$ cat config.mk
export PLATFORM = sky130hd
export DESIGN_NAME = chop_controller
export DESIGN_NICKNAME = d
export VERILOG_FILES = /design/src/rtl/chop_pkg.sv /design/src/rtl/chop_timebase.sv /design/src/rtl/chop_fast_zone.sv /design/src/rtl/chop_phase_ctrl.sv /design/src/rtl/chop_controller.sv
export SDC_FILE = /design/constraint.sdc
export NUM_CORES = 1
export LEC_CHECK = 0
export ABC_AREA = 1
export BUFFER_PORTS_ARGS = -buffer_cell sky130_fd_sc_hd__buf_2
export CAP_MARGIN = 20
export CORE_UTILIZATION = 28
export CTS_BUF_LIST = sky130_fd_sc_hd__clkbuf_16
export CTS_CLUSTER_DIAMETER = 40
export DETAILED_ROUTE_END_ITERATION = 6
export GPL_ROUTABILITY_DRIVEN = 0
export SLEW_MARGIN = 20
export SYNTH_ARGS = -nofsm -noshare
export SYNTH_HDL_FRONTEND = slang
export SYNTH_HIERARCHICAL = 1
export SYNTH_SLANG_ARGS = --single-unit
export TNS_END_PERCENT = 10
$ cat constraint.sdc
create_clock -name clk -period 1.54 [get_ports clk]
set_clock_uncertainty 0.2 [all_clocks]
set_input_delay 0.385 -clock clk [delete_from_list [all_inputs] [get_ports clk]]
set_output_delay 0.385 -clock clk [all_outputs]
set_load 0.1 [all_outputs]
$ cat src/rtl/chop_pkg.sv
package chop_pkg;

  localparam int TICKS_PER_PERIOD = 4;
  localparam int TICK_W = $clog2(TICKS_PER_PERIOD);

  typedef enum logic [1:0] {
    MODE_OFF    = 2'b00,
    MODE_CHARGE = 2'b01,
    MODE_SLOW   = 2'b10,
    MODE_FAST   = 2'b11
  } bridge_mode_e;

endpackage

$ cat src/rtl/chop_timebase.sv
module chop_timebase
  import chop_pkg::*;
#(
  parameter int PROBE_CYCLES = 8
) (
  input  logic              clk,
  input  logic              rst,
  input  logic              enable,
  input  logic              osc_tick,
  input  logic              step_evt,
  output logic              restart,
  output logic [TICK_W-1:0] tick_idx,
  output logic              probe_busy
);

  localparam int PW = $clog2(PROBE_CYCLES + 1);
  localparam logic [TICK_W-1:0] LAST_IDX = TICK_W'(TICKS_PER_PERIOD - 1);

  logic          restart_pend;
  logic [PW-1:0] probe_left;

  assign restart    = enable && osc_tick && (restart_pend || tick_idx == LAST_IDX);
  assign probe_busy = (probe_left != '0);

  always_ff @(posedge clk) begin
    if (rst || !enable) begin
      tick_idx     <= '0;
      restart_pend <= 1'b1;
      probe_left   <= '0;
    end else begin
      if (restart) begin
        tick_idx     <= '0;
        restart_pend <= 1'b0;
        probe_left   <= PW'(PROBE_CYCLES);
      end else begin
        if (step_evt) restart_pend <= 1'b1;
        if (osc_tick) tick_idx <= tick_idx + TICK_W'(1);
        if (probe_busy) probe_left <= probe_left - PW'(1);
      end
    end
  end


  idx_hold_chk: assert property (@(posedge clk) disable iff (rst)
    (enable && !osc_tick) |=> $stable(tick_idx));


  restart_clear_chk: assert property (@(posedge clk) disable iff (rst)
    restart |=> (tick_idx == '0) && probe_busy);


  idle_clear_chk: assert property (@(posedge clk) disable iff (rst)
    !enable |=> (tick_idx == '0) && !probe_busy);

endmodule

$ cat src/rtl/chop_fast_zone.sv
module chop_fast_zone
  import chop_pkg::*;
(
  input  logic [1:0]        decay_sel,
  input  logic [TICK_W-1:0] tick_idx,
  output logic              fast_zone
);

  localparam int SW = TICK_W + 1;

  logic [SW-1:0] span;

  always_comb begin
    case (decay_sel)
      2'b01:   span = SW'(TICKS_PER_PERIOD / 4);
      2'b10:   span = SW'(TICKS_PER_PERIOD / 2);
      2'b11:   span = SW'(TICKS_PER_PERIOD);
      default: span = '0;
    endcase
  end

  assign fast_zone = ({1'b0, tick_idx} + span) >= SW'(TICKS_PER_PERIOD);

endmodule

$ cat src/rtl/chop_phase_ctrl.sv
module chop_phase_ctrl
  import chop_pkg::*;
(
  input  logic         clk,
  input  logic         rst,
  input  logic         enable,
  input  logic         restart,
  input  logic         probe_busy,
  input  logic         fast_zone,
  input  logic         at_target,
  output bridge_mode_e mode
);

  logic skip_charge;

  always_ff @(posedge clk) begin
    if (rst || !enable) begin
      mode        <= MODE_OFF;
      skip_charge <= 1'b0;
    end else if (restart) begin
      mode        <= MODE_CHARGE;
      skip_charge <= at_target;
    end else begin
      case (mode)
        MODE_CHARGE: begin
          if (!probe_busy && (skip_charge || at_target))
            mode <= fast_zone ? MODE_FAST : MODE_SLOW;
        end
        MODE_SLOW: begin
          if (fast_zone) mode <= MODE_FAST;
        end
        default: mode <= mode;
      endcase
    end
  end


  off_when_idle_chk: assert property (@(posedge clk) disable iff (rst)
    !enable |=> mode == MODE_OFF);


  probe_hold_chk: assert property (@(posedge clk) disable iff (rst)
    (enable && !restart && probe_busy && mode == MODE_CHARGE) |=> mode == MODE_CHARGE);


  fast_sticky_chk: assert property (@(posedge clk) disable iff (rst)
    (mode == MODE_FAST) |=> mode != MODE_SLOW);


  fast_needs_zone_chk: assert property (@(posedge clk) disable iff (rst)
    (mode != MODE_FAST && !fast_zone) |=> mode != MODE_FAST);


  restart_charge_chk: assert property (@(posedge clk) disable iff (rst)
    restart |=> mode == MODE_CHARGE);

endmodule

$ cat src/rtl/chop_controller.sv
module chop_controller
  import chop_pkg::*;
#(
  parameter int NUM_PHASES   = 2,
  parameter int PROBE_CYCLES = 8
) (
  input  logic                    clk,
  input  logic                    rst,
  input  logic                    enable,
  input  logic                    osc_tick,
  input  logic                    step_evt,
  input  logic [1:0]              decay_sel,
  input  logic [NUM_PHASES-1:0]   at_target,
  output logic [2*NUM_PHASES-1:0] bridge_mode
);

  logic              restart;
  logic [TICK_W-1:0] tick_idx;
  logic              probe_busy;
  logic              fast_zone;

  chop_timebase #(
    .PROBE_CYCLES(PROBE_CYCLES)
  ) u_timebase (
    .clk        (clk),
    .rst        (rst),
    .enable     (enable),
    .osc_tick   (osc_tick),
    .step_evt   (step_evt),
    .restart    (restart),
    .tick_idx   (tick_idx),
    .probe_busy (probe_busy)
  );

  chop_fast_zone u_zone (
    .decay_sel (decay_sel),
    .tick_idx  (tick_idx),
    .fast_zone (fast_zone)
  );

  for (genvar p = 0; p < NUM_PHASES; p++) begin : g_phase
    bridge_mode_e ph_mode;

    chop_phase_ctrl u_phase (
      .clk        (clk),
      .rst        (rst),
      .enable     (enable),
      .restart    (restart),
      .probe_busy (probe_busy),
      .fast_zone  (fast_zone),
      .at_target  (at_target[p]),
      .mode       (ph_mode)
    );

    assign bridge_mode[2*p +: 2] = ph_mode;
  end

endmodule

==> results.json, run 1 <==
{
  "run_status": "complete, no violations",
  "r2r_cells": 9,
  "worst_slew_pin_slew_ps": 300,
  "core_area_mm2": 0.00250,
  "hold_path_end": "u_timebase/restart_pend",
  "numCtsBuffers": 3,
  "antenna_found_initial": 0,
  "wire_per_inst_um": 8.45,
  "p_per_area_mw_per_mm2": 943,
  "fin_util_pct": 42.0,
  "crit_chain": "inv_1 -> ha_4 -> nand3_4 -> nor2_4 -> nand3_1 -> nand2_1 -> nand3_1 -> nand2_1 -> inv_1",
  "die_x_um": 53.8,
  "syn_nets": 113,
  "yosys_register_bits": 13,
  "slew_viol_final": 0,
  "yosysTopAreaCell": "dfxtp_1",
  "areaGrowthSynthToFinish_pct": 40.0,
  "cts_sinks": 13,
  "slew_headroom_pct": 80.0,
  "path_max_fanout": 3,
  "synthFlopType": "dfxtp_1",
  "crit_family": "simple AND/OR/NAND/NOR gates",
  "cap_violations": 0,
  "critPathBufInv": 2,
  "drtAntennaViolNets": 0,
  "dr_wl_met3_um": 66,
  "fin_area_mm2": 0.00105,
  "rsz0062_at_grt": "no",
  "htreeDepth": 1,
  "synth_edf_count": 0,
  "setup_viol": 0,
  "clock_latency_ps": 240,
  "crit_arrival_ps": 1340,
  "rows": 18,
  "die_h_um": 53.8,
  "hold_viol": 0,
  "startpoint_type": "register",
  "root_buffer": "clkbuf_16",
  "cp.required_ps": 1480,
  "ys_seq_area_share_pct": 34.7,
  "rr_startpoint": "u_timebase/probe_left[0]",
  "grt_pass1_wl_um": 2250,
  "routed_wl_um": 1280,
  "drive_gt1_share_pct": 38.8,
  "critPathMaxStageDelay_ps": 300,
  "nNetsFinal": 135,
  "ctsHoldBuffers": 0,
  "start_util_pct": 30.0,
  "p_leak_uw": 0.000486,
  "rrSetupSlack_ps": 140,
  "io_pins": 13,
  "min_period_ps": 1400,
  "crit_path_top_delay_cell": "dfxtp_1",
  "finalCritPeriodShare_pct": 90.9,
  "grt.overflow.total": 0,
  "synth_cell_types": 20,
  "peakVddDrop_uv": 855,
  "critPathKind": "reg2reg",
  "avgSynthCellArea_um2": 7.51,
  "met1Wirelength_um": 610,
  "synth_area_um2": 751,
  "tritoncts": "done",
  "total_power_uw": 991,
  "dieArea_mm2": 0.00289,
  "clock.fmax_mhz": 714,
  "drt_first_pass_iters": 4,
  "drt_drc_violations_left": 0,
  "wl_met2_um": 587,
  "clk_path_buf_depth": 2,
  "n_antenna_cell": 0,
  "reg2reg_to": "g_phase[1].u_phase/mode[0]",
  "synthCells": 100,
  "synth_top_cell_area_share_pct": 34.7,
  "clk_pin_slew_ps": 40,
  "vias": 633,
  "io_buffers": 12,
  "place_area_um2": 950,
  "top_layer": "met4",
  "drt-initial-drc-count": 12,
  "yosysWarnings": 6,
  "viasPerCell": 4.19,
  "hpwlAfterDp_um": 1090,
  "hp-class": "in2reg",
  "grt_start_max_net_pins": 9,
  "min_from": "step_evt",
  "synth.most_common_cell": "nand2_1",
  "synthTopCellsByCount": "19 x nand2_1, 16 x inv_1, 13 x dfxtp_1, 8 x nor2_1",
  "end_kind": "register",
  "hold_depth": 3,
  "async_flop_share_pct": 0,
  "grt_pass1_vias": 577,
  "grt_usage_pct": 10.9,
  "synthTopCellsByArea": "dfxtp_1 35%, nand2_1 9.5%, inv_1 8.0%, ha_1 6.7%, nor2_4 6.0%"
}
## through the flow
| step | worst slack, ps | TNS, ps | hold WS, ps | cells |
|---|---|---|---|---|
| 2_1_floorplan | -139 | -160 | 268 | 100 |
| 3_3_place_gp | -63.1 | -120 | 282 | 147 |
| 3_5_place_dp | -78.9 | -154 | 292 | 147 |
| 4_1_cts | 4.75 | 0 | 173 | 151 |
| 5_1_grt | 3.06 | 0 | 179 | 151 |
| 6_report | 140 | 0 | 175 | 151 |
## per-layer routing
| layer | track usage, % | vias to the layer above |
|---|---|---|
| li1 | - | 346 |
| met1 | 13.3 | 274 |
| met2 | 16.7 | 11 |
| met3 | 5.08 | 2 |
| met4 | 3.95 | 0 |
| met5 | 0 | - |
## worst max-delay path by stage
stage                                          start                             end  slack [ps]  depth (start not counted)
after CTS                     u_timebase/tick_idx[0]  g_phase[1].u_phase/skip_charge           5                          5
after detailed placement                decay_sel[1]      g_phase[0].u_phase/mode[0]         -80                         12
after global placement                  decay_sel[1]      g_phase[0].u_phase/mode[0]         -60                         12
final                       u_timebase/probe_left[0]      g_phase[1].u_phase/mode[0]         140                          9
after global routing        u_timebase/probe_left[0]      g_phase[0].u_phase/mode[0]           3                          9
after floorplan           g_phase[1].u_phase/mode[1]      g_phase[1].u_phase/mode[0]        -140                          6
## registers in the layout (all words and copies together) (netlist names)
register / count
g_phase.u_phase/mode: 4
u_timebase/tick_idx: 2
u_timebase/probe_left: 4
u_timebase/restart_pend: 1
g_phase.u_phase/skip_charge: 2
## repair_timing
action                                  CTS  global route
buffers inserted                          0             0
endpoints found under the setup margin    0             4
resized for setup                         0             5
## cells by family after synthesis
group                      after synthesis  synth area share (%)
and+or+nand+nor                         50                  37.2
buffers and inverters                   22                  11.0
DFF                                     13                  34.7
AOI/OAI and AO/OA                        8                  6.83
adders and majority gates                4                  6.67
xor gates and xnor gates                 2                  2.33
muxes                                    1                  1.33
## layout make-up
| type | count | area, um^2 |
|---|---|---|
| inverter | 22 | 82.6 |
| clock buffer | 3 | 75.1 |
| timing repair buffer | 17 | 158 |
| sequential | 13 | 264 |
| multi-input combinational | 65 | 430 |
| clock inverter | 1 | 3.75 |
| fill | 256 | 1450 |
| tap | 30 | 37.5 |
## worst min-delay path, stage by stage
cell,delay [ps]
buf_2,80
o21ai_0,70
nand2_1,50
## power by group
group          internal [uW]  switching, uW
clock network            342            134
registers                349           9.07
logic                   66.7           90.4
total                    757            234
## layout by cell type (no fill, tap or decap)
| cell type | instances |
|---|---|
| nand2_1 | 19 |
| inv_1 | 16 |
| dfxtp_1 | 10 |
| buf_2 | 8 |
| nor2_1 | 7 |
| nand2_2 | 6 |
| nand3_1 | 6 |
| inv_2 | 5 |
| buf_4 | 5 |
| nor2_4 | 4 |
| a21oi_1 | 4 |
| buf_12 | 4 |
| clkbuf_16 | 3 |
| o21ai_0 | 3 |
| dfxtp_2 | 3 |
| nor2_2 | 3 |
| ha_1 | 3 |
| clkinv_1 | 2 |
| xnor2_1 | 2 |
| nor3b_2 | 2 |
| nand3_4 | 1 |
| o21ai_4 | 1 |
| nand4_1 | 1 |
| nand2_4 | 1 |
| mux2i_1 | 1 |
| ha_4 | 1 |
Note: power is estimated with default switching activity, not from simulation.
==> inputs of run 2 (changes only) <==
Settings changed: SYNTH_HIERARCHICAL 1 to unset.
==> results.json, run 2 <==
{
  "die_h_um": 51.6,
  "fin_area_um2": 987,
  "vias": 623,
  "core_area_mm2": 0.00225,
  "start_util_pct": 30.5,
  "place_area_um2": 873,
  "end_kind": "register",
  "hp-class": "in2reg",
  "run_status": "complete, no violations",
  "regArea_um2": 268,
  "tritoncts": "done",
  "finalCritPeriodShare_pct": 93.1,
  "grt_start_max_net_pins": 9,
  "avgSynthCellArea_um2": 7.32,
  "yosys_register_bits": 13,
  "numCtsBuffers": 3,
  "synthFlopType": "dfxtp_1",
  "fillers": 251,
  "yosysTopAreaCell": "dfxtp_1",
  "synth_top_cell_area_share_pct": 37.8,
  "min_period_ps": 1430,
  "clk_path_buf_depth": 2,
  "drt-initial-drc-count": 9,
  "cap_violations": 0,
  "grt_pass1_vias": 589,
  "tns_ps": 0,
  "cts_sinks": 13,
  "die_x_um": 51.6,
  "ys_seq_area_share_pct": 37.8,
  "root_buffer": "clkbuf_16",
  "drt_first_pass_iters": 4,
  "rsz0062_at_grt": "yes",
  "slew_viol_final": 0,
  "clock_latency_ps": 240,
  "antenna_found_initial": 0,
  "cp.required_ps": 1480,
  "io_pins": 13,
  "final_cell_mix": "18 x nand2_1, 14 x inv_1, 9 x dfxtp_1",
  "htreeDepth": 1,
  "multiInputGateArea_um2": 394,
  "drive_gt1_share_pct": 35.4,
  "clock.fmax_mhz": 697,
  "wire_per_inst_um": 9.53,
  "n_antenna_cell": 0,
  "io_buffers": 12,
  "layout_commonest_cell": "nand2_1",
  "synthTopCellsByArea": "dfxtp_1 38%, nand2_1 10%, ha_1 9.1%, inv_1 7.6%, a21oi_1 5.8%",
  "worst_slew_pin_slew_ps": 224,
  "reg_top3": "g_phase.u_phase.mode x4, u_timebase.probe_left x4",
  "setup_viol": 0,
  "crit_arrival_ps": 1380,
  "syn_nets": 108,
  "hold_depth": 3,
  "viasPerCell": 4.42,
  "hold_viol": 0,
  "grt_pass1_wl_um": 2400,
  "synth_edf_count": 0,
  "rows": 17,
  "p_leak_uw": 0.000462,
  "r2r_cells": 9,
  "synth_cell_types": 20,
  "synthTopCellsByCount": "19 x nand2_1, 14 x inv_1, 13 x dfxtp_1, 8 x a21oi_1, 8 x nor2_1",
  "crit_path_top_delay_cell": "dfxtp_1",
  "drt_drc_violations_left": 0,
  "clk_pin_slew_ps": 50,
  "grt_usage_pct": 12.9,
  "fin_util_pct": 43.8,
  "peakVddDrop_uv": 789,
  "hpwlAfterDp_um": 1070,
  "dieArea_mm2": 0.00266,
  "areaGrowthSynthToFinish_pct": 43.5,
  "drtAntennaViolNets": 0,
  "startpoint_type": "register",
  "routed_wl_um": 1340,
  "critPathKind": "reg2reg",
  "grt.overflow.total": 0,
  "synthCells": 94,
  "critPathMaxStageDelay_ps": 310,
  "synth.most_common_cell": "nand2_1",
  "async_flop_share_pct": 0,
  "slew_headroom_pct": 85.0,
  "yosysWarnings": 0,
  "p_per_area_mw_per_mm2": 1050,
  "nNetsFinal": 128,
  "path_max_fanout": 5,
  "crit_path_frequent_cell": "nand2_2",
  "crit_chain": "inv_2 -> ha_4 -> nand2_2 -> nor2_4 -> nand2_2 -> o21ai_2 -> nand3_1 -> nand2_1 -> inv_1",
  "synth_area_um2": 688,
  "total_power_uw": 1040
}
[run 2: kinds of logic after synthesis]
group / Yosys count / share of synthesized area [%]
AND/OR/NAND/NOR: 43 / 30.4
buffers and inverters: 18 / 9.82
AO/OA/AOI/OAI: 14 / 11.6
flip-flops: 13 / 37.8
adder cells (fa/ha/maj): 5 / 9.09
XOR/XNOR: 1 / 1.27
[run 2: routing by layer]
| metal | share of wire (%) | vias up | track usage [%] |
|---|---|---|---|
| met5 | 0 | - | 0 |
| met4 | 2.2 | 0 | 9.46 |
| met3 | 4.2 | 3 | 4.39 |
| met2 | 47 | 10 | 20.8 |
| met1 | 46 | 277 | 13.9 |
| li1 | - | 333 | - |
[run 2: where the power goes]
group,total (uW),switching [uW],leakage [uW],internal (uW)
clock network,498,152,0.0000409,346
registers,365,13.4,0.000108,352
logic,178,104,0.000313,73.1
[run 2: worst max-delay path: cells and delay by family, from the launching register on]
family | cells | cell delay, ps
adders and majority gates | 1 | 140
buffers and inverters | 2 | 120
and+or+nand+nor | 5 | 470
DFF | 1 | 310
AOI/OAI and AO/OA | 1 | 100
[run 2: path summary, 6_finish.rpt]
check | from | to | slack, ps
max | u_timebase.probe_left[0] | g_phase[1].u_phase.mode[0] | 110
min reg2reg | g_phase[0].u_phase.skip_charge | g_phase[0].u_phase.skip_charge | 250
max reg2reg | u_timebase.probe_left[0] | g_phase[1].u_phase.mode[0] | 110
min | at_target[1] | g_phase[1].u_phase.skip_charge | 170
[run 2: per-stage QoR]
stage / instances / worst slack (ps) / hold WS (ps)
floorplan: 94 / -38.4 / 229
global placement: 137 / -84.6 / 241
detailed placement: 137 / -148 / 248
CTS: 141 / 36.9 / 174
global route: 141 / -33.0 / 196
finish: 141 / 106 / 174
[run 2: layout make-up]
| class | count | area share, % |
|---|---|---|
| multi-input cells | 63 | 39.9 |
| flip-flops and latches | 13 | 27.1 |
| repair buffers | 15 | 14.4 |
| clock buffers | 3 | 7.60 |
| inverters | 18 | 6.84 |
| well taps | 28 | 3.55 |
| clock inverters | 1 | 0.507 |
[run 2: what timing repair did]
| action | 4_1_cts | 5_1_grt |
|---|---|---|
| gates resized for setup | 0 | 7 |
| hold buffers | 0 | 0 |
| setup buffers | 0 | 0 |
| endpoints found under the setup margin | 0 | 3 |
==> inputs of run 3 (changes only) <==
Settings changed: CORE_MARGIN set to 2, SYNTH_HIERARCHICAL set to 1.
==> results.json, run 3 (synthesis gave the netlist of run 1 again) <==
{
  "drt_first_pass_iters": 2,
  "regArea_um2": 264,
  "crit_end": "g_phase[0].u_phase/mode[0]",
  "top_usage_layer": "met2",
  "path_max_fanout": 3,
  "grt.overflow.total": 0,
  "clock_latency_ps": 240,
  "setup_viol": 0,
  "clk_pin_slew_ps": 40,
  "holdWs_ps": 169,
  "clk_path_buf_depth": 2,
  "grt_start_max_net_pins": 9,
  "die_x_um": 55.8,
  "end_kind": "register",
  "routed_wl_um": 1240,
  "min_period_ps": 1410,
  "total_power_uw": 994,
  "core_area_mm2": 0.00250,
  "drt-initial-drc-count": 2,
  "startpoint_type": "register",
  "final_cell_mix": "19 x nand2_1, 17 x inv_1, 10 x dfxtp_1",
  "p_int_uw": 756,
  "p_per_area_mw_per_mm2": 948,
  "rsz0062_at_grt": "no",
  "reg2reg_to": "g_phase[0].u_phase/mode[0]",
  "drt_drc_violations_left": 0,
  "clock.fmax_mhz": 709,
  "root_buffer": "clkbuf_16",
  "slew_viol_final": 0,
  "swShare_pct": 23.9,
  "cts_sinks": 13,
  "hold_viol": 0,
  "wire_per_inst_um": 8.24,
  "fin_area_mm2": 0.00105,
  "crit_arrival_ps": 1350,
  "grt_pass1_wl_um": 2240,
  "layout_commonest_cell": "nand2_1",
  "r2r_cells": 9,
  "fin_util_pct": 41.9,
  "reg_top3": "g_phase.u_phase/mode x4, u_timebase/probe_left x4",
  "fillers": 254,
  "htreeDepth": 1,
  "critPathKind": "reg2reg",
  "p_leak_uw": 0.000482,
  "n_antenna_cell": 0,
  "vias": 645,
  "place_area_um2": 942,
  "grt_use_met3_pct": 3.49,
  "nNetsFinal": 134,
  "drtAntennaViolNets": 0,
  "grt_pass1_vias": 583,
  "rows": 18,
  "tritoncts": "done",
  "switchingPower_uw": 238,
  "cap_violations": 0,
  "io_buffers": 12,
  "antenna_found_initial": 0,
  "grt_use_met2_pct": 15.6,
  "numCtsBuffers": 3,
  "slew_headroom_pct": 87.3,
  "die_h_um": 55.8,
  "cp.required_ps": 1480,
  "hpwlAfterDp_um": 1060,
  "run_status": "complete, no violations",
  "use_met1_pct": 9.79,
  "combPwrFrac_pct": 15.6,
  "areaGrowthSynthToFinish_pct": 39.7,
  "peakVddDrop_uv": 738,
  "rr_startpoint": "u_timebase/probe_left[0]",
  "cts_setup_buffers": 0,
  "grt_usage_pct": 9.39,
  "rrSetupSlack_ps": 130,
  "finalCritPeriodShare_pct": 91.6,
  "tns_ps": 0,
  "dieArea_mm2": 0.00311,
  "start_util_pct": 30.0,
  "viasPerCell": 4.30,
  "worst_slew_pin_slew_ps": 191,
  "hp-class": "in2reg",
  "startpoint": "u_timebase/probe_left[0]",
  "seqPwrFrac_pct": 36.0,
  "io_pins": 13,
  "clockPowerShare_pct": 48.4,
  "drive_gt1_share_pct": 37.5,
  "multiInputGateArea_um2": 435,
  "ctsHoldBuffers": 0
}
run 3: layout make-up:
cell class | instances | area share (%)
repair buffers | 16 | 14.3
clock inverters | 1 | 0.358
multi-input cells | 65 | 41.5
well taps | 30 | 3.58
inverters | 22 | 7.88
clock buffers | 3 | 7.16
flip-flops and latches | 13 | 25.2
run 3: timing repair:
item | in CTS | in global routing
gates resized for setup | 1 | 4
endpoints found under the setup margin | 2 | 2
cloned | 0 | 0
run 3: power groups by stage:
| stage | Sequential [uW] | Clock (uW) | Combinational (uW) |
|---|---|---|---|
| finish | 358 | 481 | 155 |
| global route | 359 | 515 | 172 |
| CTS | 358 | 494 | 150 |
| detailed placement | 364 | 0 | 148 |
| global placement | 364 | 0 | 145 |
| floorplan | 379 | 0 | 81.7 |
run 3: worst min-delay path by stage:
stage                                         from                  endpoint  slack [ps]  cells past startpoint
final                                     step_evt   u_timebase/restart_pend         170                      3
after global routing                      step_evt   u_timebase/restart_pend         190                      3
after CTS                                 step_evt   u_timebase/restart_pend         170                      3
after detailed placement  u_timebase/probe_left[0]  u_timebase/probe_left[0]         310                      2
after global placement    u_timebase/probe_left[0]  u_timebase/probe_left[0]         280                      2
after floorplan           u_timebase/probe_left[0]  u_timebase/probe_left[0]         270                      2
run 3: critical path: stages, from the launching register on:
cell,delay [ps]
dfxtp_1,310
inv_1,110
ha_4,160
nand3_4,110
nor2_4,130
nand3_1,70
nand2_1,70
nand3_1,70
nand2_1,50
inv_1,30
run 3: per-stage QoR:
step | instances | setup WS (ps)
5_1_grt | 150 | 1.24
6_report | 150 | 129
4_1_cts | 150 | 52.2
3_5_place_dp | 146 | -50.4
3_3_place_gp | 146 | -41.3
2_1_floorplan | 100 | -139
run 3: per-layer routing:
layer,routed length (um),vias up
li1,-,343
met1,544,286
met2,597,12
met3,67,4
met4,27,0
met5,0,-
